**src/rtl/fifo_req_pkg.sv**
```systemverilog
// Shared constants and types for the FIFO interrupt and DMA request controller.
// Assumes eight conditions per channel; the bit order below is the status layout.
package fifo_req_pkg;
    localparam int NUM_COND = 8;
    localparam int CTL_W    = 10;

    localparam int F_NCOH   = 0;
    localparam int F_TOVR   = 1;
    localparam int F_PAUSE  = 2;
    localparam int F_EOQ    = 3;
    localparam int F_CUND   = 4;
    localparam int F_CFILL  = 5;
    localparam int F_ROVR   = 6;
    localparam int F_RDRAIN = 7;

    localparam int SEL_CFILL_BIT  = 8;
    localparam int SEL_RDRAIN_BIT = 9;

    typedef logic [NUM_COND-1:0] cond_vec_t;

    // Conditions set by event pulses.
    localparam cond_vec_t PULSE_MASK = cond_vec_t'(8'b0101_1111);
    // Conditions merged into the combined error interrupt.
    localparam cond_vec_t ERR_MASK   = cond_vec_t'(8'b0101_0010);
endpackage

```
**src/rtl/fifo_req_chan.sv**
```systemverilog
// One channel: the status flags, the enables and the two routing selects.
// Assumes ev_pulse is a one-cycle pulse per event and FIFO levels are synchronous.
// A hardware set always beats a software clear of the same flag in the same cycle.
module fifo_req_chan
    import fifo_req_pkg::*;
(
    input  logic             clk,
    input  logic             rst_n,
    input  cond_vec_t        ev_pulse,
    input  logic             cf_full,
    input  logic             rf_empty,
    input  logic             ctl_wr,
    input  logic [CTL_W-1:0] ctl_wdata,
    input  logic [CTL_W-1:0] ctl_wmask,
    input  cond_vec_t        st_clr,
    output cond_vec_t        flag_q,
    output cond_vec_t        en_q,
    output logic             sel_cfill_q,
    output logic             sel_rdrain_q,
    output cond_vec_t        irq_req,
    output logic             dma_cfill,
    output logic             dma_rdrain
);
    cond_vec_t hw_set;
    cond_vec_t sw_clr;
    cond_vec_t auto_clr;
    cond_vec_t flag_d;

    // Control register: masked update of enables and selects.
    always_ff @(posedge clk) begin
        if (!rst_n) begin
            en_q         <= '0;
            sel_cfill_q  <= 1'b0;
            sel_rdrain_q <= 1'b0;
        end else if (ctl_wr) begin
            en_q <= (en_q & ~ctl_wmask[NUM_COND-1:0]) | (ctl_wdata[NUM_COND-1:0] & ctl_wmask[NUM_COND-1:0]);
            if (ctl_wmask[SEL_CFILL_BIT])  sel_cfill_q  <= ctl_wdata[SEL_CFILL_BIT];
            if (ctl_wmask[SEL_RDRAIN_BIT]) sel_rdrain_q <= ctl_wdata[SEL_RDRAIN_BIT];
        end
    end

    // Next flag value: sets beat clears; DMA-routed flags ignore software and self-clear.
    always_comb begin
        hw_set           = ev_pulse & PULSE_MASK;
        hw_set[F_CFILL]  = ~cf_full;
        hw_set[F_RDRAIN] = ~rf_empty;

        sw_clr = st_clr;
        if (sel_cfill_q)  sw_clr[F_CFILL]  = 1'b0;
        if (sel_rdrain_q) sw_clr[F_RDRAIN] = 1'b0;

        auto_clr           = '0;
        auto_clr[F_CFILL]  = sel_cfill_q & cf_full;
        auto_clr[F_RDRAIN] = sel_rdrain_q & rf_empty;

        flag_d = hw_set | (flag_q & ~sw_clr & ~auto_clr);
    end

    // Status flag register.
    always_ff @(posedge clk) begin
        if (!rst_n) flag_q <= '0;
        else        flag_q <= flag_d;
    end

    // Request routing: fill and drain go to DMA when their select is 1.
    always_comb begin
        irq_req           = flag_q & en_q;
        irq_req[F_CFILL]  = flag_q[F_CFILL]  & en_q[F_CFILL]  & ~sel_cfill_q;
        irq_req[F_RDRAIN] = flag_q[F_RDRAIN] & en_q[F_RDRAIN] & ~sel_rdrain_q;
        dma_cfill         = flag_q[F_CFILL]  & en_q[F_CFILL]  & sel_cfill_q;
        dma_rdrain        = flag_q[F_RDRAIN] & en_q[F_RDRAIN] & sel_rdrain_q;
    end

    assert_pulse_sets_R8: assert property (@(posedge clk) disable iff (!rst_n)
        ((ev_pulse & PULSE_MASK) != '0) |=>
        ((flag_q & $past(ev_pulse & PULSE_MASK)) == $past(ev_pulse & PULSE_MASK)));

    assert_no_spurious_clear_R3: assert property (@(posedge clk) disable iff (!rst_n)
        ((st_clr == '0) && !sel_cfill_q && !sel_rdrain_q) |=>
        ((flag_q & $past(flag_q)) == $past(flag_q)));

    assert_dma_drain_autoclr_R6: assert property (@(posedge clk) disable iff (!rst_n)
        (sel_rdrain_q && rf_empty) |=> !flag_q[F_RDRAIN]);

    assert_dma_fill_autoclr_R7: assert property (@(posedge clk) disable iff (!rst_n)
        (sel_cfill_q && cf_full) |=> !flag_q[F_CFILL]);
endmodule

```
**src/rtl/fifo_req_regport.sv**
```systemverilog
// Register port: decodes writes into per-channel control updates and clear masks,
// and returns read data one cycle after rd_en. Assumes DATA_W >= 16, a multiple of 8.
module fifo_req_regport
    import fifo_req_pkg::*;
#(
    parameter int NUM_CH = 6,
    parameter int ADDR_W = 4,
    parameter int DATA_W = 32
) (
    input  logic                     clk,
    input  logic                     rst_n,
    input  logic                     wr_en,
    input  logic [ADDR_W-1:0]        wr_addr,
    input  logic [DATA_W-1:0]        wr_data,
    input  logic [DATA_W/8-1:0]      wr_be,
    input  logic                     rd_en,
    input  logic [ADDR_W-1:0]        rd_addr,
    output logic [DATA_W-1:0]        rd_data,
    output logic [NUM_CH-1:0]        ctl_wr,
    output logic [CTL_W-1:0]         ctl_wdata,
    output logic [CTL_W-1:0]         ctl_wmask,
    output cond_vec_t [NUM_CH-1:0]   st_clr,
    input  cond_vec_t [NUM_CH-1:0]   flags,
    input  cond_vec_t [NUM_CH-1:0]   enables,
    input  logic [NUM_CH-1:0]        sel_cfill,
    input  logic [NUM_CH-1:0]        sel_rdrain
);
    localparam int BE_W = DATA_W / 8;
    localparam int CH_W = ADDR_W - 1;

    logic [DATA_W-1:0] bmask;
    logic [CH_W-1:0]   wr_ch;
    logic [CH_W-1:0]   rd_ch;
    logic [DATA_W-1:0] rd_word;

    assign wr_ch = wr_addr[ADDR_W-1:1];
    assign rd_ch = rd_addr[ADDR_W-1:1];

    // Expand byte enables into a bit mask.
    for (genvar b = 0; b < BE_W; b++) begin : g_bmask
        assign bmask[b*8 +: 8] = {8{wr_be[b]}};
    end

    assign ctl_wdata = wr_data[CTL_W-1:0];
    assign ctl_wmask = bmask[CTL_W-1:0];

    // Write decode: control update strobe or status clear mask for the addressed channel.
    always_comb begin
        ctl_wr = '0;
        st_clr = '0;
        for (int c = 0; c < NUM_CH; c++) begin
            if (wr_en && (wr_ch == CH_W'(c))) begin
                if (wr_addr[0]) st_clr[c] = wr_data[NUM_COND-1:0] & bmask[NUM_COND-1:0];
                else            ctl_wr[c] = 1'b1;
            end
        end
    end

    // Read mux: status or control word of the addressed channel, 0 when out of range.
    always_comb begin
        rd_word = '0;
        for (int c = 0; c < NUM_CH; c++) begin
            if (rd_ch == CH_W'(c)) begin
                if (rd_addr[0]) begin
                    rd_word[NUM_COND-1:0] = flags[c];
                end else begin
                    rd_word[NUM_COND-1:0]  = enables[c];
                    rd_word[SEL_CFILL_BIT]  = sel_cfill[c];
                    rd_word[SEL_RDRAIN_BIT] = sel_rdrain[c];
                end
            end
        end
    end

    // Read data register: one cycle of latency, holds between reads.
    always_ff @(posedge clk) begin
        if (!rst_n)     rd_data <= '0;
        else if (rd_en) rd_data <= rd_word;
    end
endmodule

```
**src/rtl/fifo_req_irq.sv**
```systemverilog
// Interrupt output stage: registers every per-channel request and the combined
// error request. Assumes irq_req already includes enable and routing.
module fifo_req_irq
    import fifo_req_pkg::*;
#(
    parameter int NUM_CH = 6
) (
    input  logic                   clk,
    input  logic                   rst_n,
    input  cond_vec_t [NUM_CH-1:0] irq_req,
    output cond_vec_t [NUM_CH-1:0] irq_q,
    output logic                   err_q
);
    logic err_any;

    // OR of the error-class requests across all channels.
    always_comb begin
        err_any = 1'b0;
        for (int c = 0; c < NUM_CH; c++) err_any = err_any | (|(irq_req[c] & ERR_MASK));
    end

    // Output registers for all interrupt lines.
    always_ff @(posedge clk) begin
        if (!rst_n) begin
            irq_q <= '0;
            err_q <= 1'b0;
        end else begin
            irq_q <= irq_req;
            err_q <= err_any;
        end
    end

    for (genvar c = 0; c < NUM_CH; c++) begin : g_chk
        assert_err_covers_R9: assert property (@(posedge clk) disable iff (!rst_n)
            ((irq_q[c] & ERR_MASK) != '0) |-> err_q);
    end
endmodule

```
**src/rtl/fifo_req_ctrl.sv**
```systemverilog
// Top: six-channel FIFO interrupt and DMA request controller. Gathers event
// inputs per channel, instantiates the channel logic, register port and
// interrupt stage. Assumes all inputs are synchronous to clk.
module fifo_req_ctrl
    import fifo_req_pkg::*;
#(
    parameter int NUM_CH = 6,
    parameter int ADDR_W = 4,
    parameter int DATA_W = 32
) (
    input  logic                clk,
    input  logic                rst_n,
    input  logic                wr_en,
    input  logic [ADDR_W-1:0]   wr_addr,
    input  logic [DATA_W-1:0]   wr_data,
    input  logic [DATA_W/8-1:0] wr_be,
    input  logic                rd_en,
    input  logic [ADDR_W-1:0]   rd_addr,
    output logic [DATA_W-1:0]   rd_data,
    input  logic [NUM_CH-1:0]   ev_ncoh,
    input  logic [NUM_CH-1:0]   ev_trig_ovr,
    input  logic [NUM_CH-1:0]   ev_pause,
    input  logic [NUM_CH-1:0]   ev_eoq,
    input  logic [NUM_CH-1:0]   ev_cf_under,
    input  logic [NUM_CH-1:0]   ev_rf_over,
    input  logic [NUM_CH-1:0]   cf_full,
    input  logic [NUM_CH-1:0]   rf_empty,
    output logic [NUM_CH-1:0]   irq_ncoh,
    output logic [NUM_CH-1:0]   irq_trig_ovr,
    output logic [NUM_CH-1:0]   irq_pause,
    output logic [NUM_CH-1:0]   irq_eoq,
    output logic [NUM_CH-1:0]   irq_cf_under,
    output logic [NUM_CH-1:0]   irq_cfill,
    output logic [NUM_CH-1:0]   irq_rf_over,
    output logic [NUM_CH-1:0]   irq_rdrain,
    output logic                irq_err,
    output logic [NUM_CH-1:0]   dma_cfill,
    output logic [NUM_CH-1:0]   dma_rdrain
);
    logic [NUM_CH-1:0]      ctl_wr;
    logic [CTL_W-1:0]       ctl_wdata;
    logic [CTL_W-1:0]       ctl_wmask;
    cond_vec_t [NUM_CH-1:0] st_clr;
    cond_vec_t [NUM_CH-1:0] flags;
    cond_vec_t [NUM_CH-1:0] enables;
    logic [NUM_CH-1:0]      sel_cfill;
    logic [NUM_CH-1:0]      sel_rdrain;
    cond_vec_t [NUM_CH-1:0] irq_req;
    cond_vec_t [NUM_CH-1:0] irq_q;

    fifo_req_regport #(.NUM_CH(NUM_CH), .ADDR_W(ADDR_W), .DATA_W(DATA_W)) u_regport (
        .clk(clk), .rst_n(rst_n),
        .wr_en(wr_en), .wr_addr(wr_addr), .wr_data(wr_data), .wr_be(wr_be),
        .rd_en(rd_en), .rd_addr(rd_addr), .rd_data(rd_data),
        .ctl_wr(ctl_wr), .ctl_wdata(ctl_wdata), .ctl_wmask(ctl_wmask), .st_clr(st_clr),
        .flags(flags), .enables(enables), .sel_cfill(sel_cfill), .sel_rdrain(sel_rdrain)
    );

    for (genvar c = 0; c < NUM_CH; c++) begin : g_ch
        cond_vec_t ev_vec;

        // Gather this channel's event pulses into condition order.
        always_comb begin
            ev_vec          = '0;
            ev_vec[F_NCOH]  = ev_ncoh[c];
            ev_vec[F_TOVR]  = ev_trig_ovr[c];
            ev_vec[F_PAUSE] = ev_pause[c];
            ev_vec[F_EOQ]   = ev_eoq[c];
            ev_vec[F_CUND]  = ev_cf_under[c];
            ev_vec[F_ROVR]  = ev_rf_over[c];
        end

        fifo_req_chan u_chan (
            .clk(clk), .rst_n(rst_n),
            .ev_pulse(ev_vec), .cf_full(cf_full[c]), .rf_empty(rf_empty[c]),
            .ctl_wr(ctl_wr[c]), .ctl_wdata(ctl_wdata), .ctl_wmask(ctl_wmask),
            .st_clr(st_clr[c]),
            .flag_q(flags[c]), .en_q(enables[c]),
            .sel_cfill_q(sel_cfill[c]), .sel_rdrain_q(sel_rdrain[c]),
            .irq_req(irq_req[c]), .dma_cfill(dma_cfill[c]), .dma_rdrain(dma_rdrain[c])
        );

        assign irq_ncoh[c]     = irq_q[c][F_NCOH];
        assign irq_trig_ovr[c] = irq_q[c][F_TOVR];
        assign irq_pause[c]    = irq_q[c][F_PAUSE];
        assign irq_eoq[c]      = irq_q[c][F_EOQ];
        assign irq_cf_under[c] = irq_q[c][F_CUND];
        assign irq_cfill[c]    = irq_q[c][F_CFILL];
        assign irq_rf_over[c]  = irq_q[c][F_ROVR];
        assign irq_rdrain[c]   = irq_q[c][F_RDRAIN];
    end

    fifo_req_irq #(.NUM_CH(NUM_CH)) u_irq (
        .clk(clk), .rst_n(rst_n), .irq_req(irq_req), .irq_q(irq_q), .err_q(irq_err)
    );
endmodule

```
**config.mk**
```make
export PLATFORM = sky130hd
export DESIGN_NAME = fifo_req_ctrl
export DESIGN_NICKNAME = d
export VERILOG_FILES = /design/src/rtl/fifo_req_pkg.sv /design/src/rtl/fifo_req_chan.sv /design/src/rtl/fifo_req_regport.sv /design/src/rtl/fifo_req_irq.sv /design/src/rtl/fifo_req_ctrl.sv
export SDC_FILE = /design/constraint.sdc
export NUM_CORES = 1
export LEC_CHECK = 0
export CAP_MARGIN = 20
export CORE_MARGIN = 10
export CORE_UTILIZATION = 35
export DETAILED_ROUTE_END_ITERATION = 10
export PLACE_DENSITY = 0.65
export SLEW_MARGIN = 0
export SYNTH_ARGS = -nofsm -noshare
export SYNTH_HDL_FRONTEND = slang
export SYNTH_SLANG_ARGS = --single-unit
```
**constraint.sdc**
```tcl
create_clock -name clk -period 2.96 [get_ports clk]
set_input_delay 0.296 -clock clk [delete_from_list [all_inputs] [get_ports clk]]
set_output_delay 0.296 -clock clk [all_outputs]
set_load 0.02 [all_outputs]
```
# Yosys cells after proc, flatten, opt, wreduce, memory -nomap -nowiden
# Index checks and enable logic that the tools add are counted.
# classes
n_eq_ne	10
mux	44
n_bitwise	127
n_reduce_logical	20
# op_table
op	n
bitwise AND 8 bit	19
2-to-1 mux 8 bit	13
NOT 8 bit	13
bitwise OR 8 bit	12
2-to-1 mux 10 bit	6
bitwise AND 1 bit	48
bitwise AND 7 bit	6
NOT 1 bit	24
2-to-1 mux 1 bit	19
OR reduction 3 bit	6
equality test 3 x 2 -> 1 bit (second input constant)	4
equality test 3 bit (second input constant)	4
2-to-1 mux 2 bit	6
AND reduction 2 bit	6
equality test 3 x 1 -> 1 bit (second input constant)	2
logical AND 1 bit	6
zero test 3 bit	2
bitwise OR 1 bit	5
# totals
regBits	167
inputBits	96
output_inout_bits	93
wordCells	233

# Depth between registers and ports, before layout
# logic_depth
word_depth	12
ltp_mapped	7
ltp_nobuf	4

# Cells and area by module
# A second synthesis with hierarchy kept.
# hier_totals
hier_cells	894
area_unflattened_um2	8389.3
# by_module_without_submodules
module	instances	cells_per_inst	area_each_um2	seq_area_each_um2
fifo_req_chan	6	81	830.8	360.3
fifo_req_regport	1	299	2057.0	200.2
fifo_req_irq	1	108	1343.8	980.9
fifo_req_ctrl	1	1	3.8	0.0

# Worst setup path before layout
# OpenSTA, ideal clock, no wires.
# synth_timing
path_type	input to register
from	input rd_addr[0]
to	register u_regport.rd_data[3]
t_arrival_ns	1.327
required_time_ns	2.832
setup_slack_ns	1.506
cell_stages	6
path_buffers	2
cell_sequence	buf_2 buf_4 mux2_2 o21a_1 o221ai_1 a31oi_1
# synth_between
elab_chain_len	7
word_cells_on_any_way	12
cone_classes	mux (12)
# synth_lines
element	line	text
start, declared	fifo_req_ctrl.sv:18	input logic [ADDR_W-1:0] rd_addr,
2-to-1 mux 8 bit	fifo_req_regport.sv:64	if (rd_addr[0]) begin
2-to-1 mux 10 bit (5 in series)	fifo_req_regport.sv:63	if (rd_ch == CH_W'(c)) begin
2-to-1 mux 10 bit *	fifo_req_regport.sv:63	
end signal, assigned	fifo_req_regport.sv:78	else if (rd_en) rd_data <= rd_word;
end, declared	fifo_req_regport.sv:18	output logic [DATA_W-1:0] rd_data,
# Mark *: on every way between the ends. The rest lies on a longest branch, timed or not.
# A chain may end at the register's enable or synchronous reset.

# Final worst setup path
# layout_timing
from	register g_ch[5].u_chan.sel_rdrain_q
to	output dma_rdrain[5]
# layout_between
elab_chain_len	1
# layout_lines
element	line	text
start, declared	fifo_req_chan.sv:19	output logic sel_rdrain_q,
start signal, assigned	fifo_req_chan.sv:38	if (ctl_wmask[SEL_RDRAIN_BIT]) sel_rdrain_q <= ctl_wdata[SEL_RDRAIN_BIT];
bitwise AND 1 bit	fifo_req_chan.sv:71	dma_rdrain = flag_q[F_RDRAIN] & en_q[F_RDRAIN] & sel_rdrain_q;
end, declared	fifo_req_ctrl.sv:38	output logic [NUM_CH-1:0] dma_rdrain
# No other way between the ends.

==> results.cfg <==
[clock_network]
cts_tree = done
cts_sinks = 167
htreeDepth = 4
clock_tree.root_cell = clkbuf_16
cts_resized = 0
clk_latency_ns = 0.43
cts.path.max_buffers = 2
hold_buffers = 0
cts_setup_buffers = 0
clk_pin_slew_ns = 0.07
cts_buffers = 17

[drt]
drt_iter0_drc = 390
detail-route-antenna-nets = 0
remaining_drc_errors = 0
first_pass_iters = 5
vias_per_cell = 5.187
num_vias = 6074
drt-wirelength-per-cell_um = 20.04
routed_wl_um = 23460

[layout]
drive_gt1_share_pct = 8.482
n_fill_cell = 2057
multi_input_area_um2 = 3657
synthToLayoutAreaGrowth_pct = 28.66
regArea_um2 = 3343
diodes = 0
layout.cells.non_filler = 1171
final_nets = 979

[timing]
period_share_pct = 67.49
period_minus_slack_ns = 1.998
rsz0062_at_grt = no
max_slew_margin_pct = 52.11
fmax_mhz = 500.6
worst_pin_slew_ns = 0.7184
setup_viol = 0
finalMaxSlewViolations = 0
holdWs_ns = 0.4132
setup-tns-final_ns = 0
setup_ws_ns = 0.9623
finalHoldViolations = 0
fin_skew_ns = 0.008001

[power]
power.total_mw = 5.206
p_leak_nw = 3.726
power_density_nw_per_um2 = 544.9
vdd_drop_max_v = 0.0003582

[synth]
postSynthAreaPerCell_um2 = 9.669
yosysWarnings = 0
synth_flop_cell = dfxtp_1
ys_types = 43
synth_edf_count = 0
ys_ff_latch = 167
synth_cells = 768
seq_area_frac_synth_pct = 45.02
async_flop_share_pct = 0
netlist_area_um2 = 7426

[floorplan]
core_area_um2 = 20960
die-area_um2 = 27440
rows = 53
die_y_um = 165.7
die_w_um = 165.7
io_pins = 189
initial_core_util_pct = 35.44

[critical_path]
start_kind = flop
r2r_setup_slack_ns = 1.56
critical_path_required_ns = 2.66
cp-startpoint = g_ch[5].u_chan.sel_rdrain_q
rr_startpoint = g_ch[5].u_chan.flag_q[4]
critPathMaxFanout = 5
crit_arrival_ns = 1.70
reg2reg_to = u_irq.err_q
crit_chain = and3_1 -> clkdlybuf4s50_1
crit_path_end = dma_rdrain[5]
crit_type = flop to output port
r2r_cells = 4
critPathMaxStageDelay_ns = 0.63
end_kind = output port
slowest_stage = clkdlybuf4s50_1

[placement]
portBuffers = 142
routabilityCongestion = 0.9225
dp.cells = 1139
pre_cts_slack_ns = 0.7717
detailed_place_hpwl_um = 17540

[global_routing]
grt-ovfl-total = 0
grt_max_degree = 75
grt_pass1_wl_um = 35820
grtUsageTotal_pct = 16.37
grt_pass1_vias = 5965
antenna_found_initial = 0

[status]
outcome = finished, final reports clean

[run]
maxCapViolCount = 0

[min_path]
min_path_type = input pin to flop
hold_start = rf_empty[0]
[cell usage after synthesis (all sizes together) (3+ instances only)]
cell	n	area [µm²]
buf	54	372.8
nand2	53	198.9
nor2	17	68.81
and4b	10	100.1
dfxtp	167	3343
a21boi	54	405.4
o21a	81	608.1
and3	48	300.3
clkbuf	32	120.1
nand3	21	105.1
nand2b	7	43.79
a31oi	8	50.05
o221ai	16	140.1
a22oi	7	52.55
nor2b	34	212.7
o211ai	4	30.03
o21ai	48	240.2
inv	3	11.26
nand4bb	3	33.78
mux2i	46	460.4
a2bb2oi	8	70.07
mux2	24	270.3
nand4b	3	26.28
[routing by layer]
metal  track usage (%)  vias up  share of wire [%]
met5                 0        -                  0
met4             5.740        0                2.3
met3             4.046       31                6.7
met2             25.73      220                 46
met1             21.30     2867                 45
li1                  -     2956                  -
[critical path, delay by kind of cell, from the launching register on]
kind / cells / cell delay (ns)
buf+inv: 1 / 0.63
simple gates: 1 / 0.22
flops: 1 / 0.42
[cell type report]
type	instances	share of cell area (%)
clock buffers	18	4.492
clock inverters	14	1.964
inverters	3	0.1179
multi-input cells	533	38.28
flip-flops and latches	167	34.99
well taps	275	3.601
repair buffers	161	16.55
[layout by cell type, fill, tap and decap left out, types with 2 or more instances in the layout]
| cell | count |
|---|---|
| nor2_1 | 15 |
| clkinv_4 | 3 |
| o221ai_1 | 16 |
| a31oi_1 | 8 |
| mux2_1 | 4 |
| clkbuf_16 | 17 |
| buf_4 | 18 |
| dfxtp_1 | 167 |
| nand4b_1 | 3 |
| a21boi_1 | 3 |
| a22oi_1 | 7 |
| nand2b_1 | 7 |
| inv_6 | 6 |
| conb_1 | 22 |
| nand3_1 | 21 |
| a2bb2oi_1 | 8 |
| clkdlybuf4s50_1 | 140 |
| inv_1 | 3 |
| and4b_1 | 10 |
| and4_1 | 2 |
| nand3b_1 | 2 |
| buf_12 | 2 |
| a221oi_1 | 2 |
| mux2i_1 | 46 |
| a21oi_1 | 2 |
| o21bai_1 | 2 |
| a22o_1 | 2 |
| mux2_2 | 20 |
| o21ai_0 | 48 |
| bufinv_16 | 3 |
| a21boi_0 | 51 |
| nand2_1 | 53 |
| nor2b_1 | 34 |
| nand4bb_1 | 3 |
| and3_1 | 48 |
| o21a_1 | 81 |
| nor2_2 | 2 |
| o211ai_1 | 4 |
[metrics by stage]
step | util (%) | area [µm²]
6_report | 45.59 | 9554
5_1_grt | 45.59 | 9554
4_1_cts | 45.59 | 9554
3_5_place_dp | 42.65 | 8937
3_3_place_gp | 42.65 | 8937
2_1_floorplan | - | 7505
[power by group]
part           switching, mW  internal (mW)
sequential            0.0503           2.31
clock                  0.988           1.35
combinational          0.264          0.243
total                   1.30           3.90
[cells by family (layout without fill, tap and decap cells)]
logic type | count (synthesis) | after routing | synth area share (%)
AO/OA/AOI/OAI | 234 | 234 | 22.31
buffers and inverters | 89 | 196 | 6.790
flip-flops | 167 | 167 | 45.02
multiplexers | 70 | 70 | 9.840
other | 1 | 22 | 0.05050
AND/OR/NAND/NOR | 207 | 207 | 15.99
[worst min-delay path by stage]
stage,cells after the start,to
after floorplan,1,g_ch[0].u_chan.flag_q[5]
after global placement,2,flop
after detailed placement,2,flop
after CTS,2,g_ch[0].u_chan.flag_q[5]
after global routing,2,g_ch[0].u_chan.flag_q[7]
final,2,g_ch[0].u_chan.flag_q[7]
No activity file was read; power rests on OpenSTA's default activity.
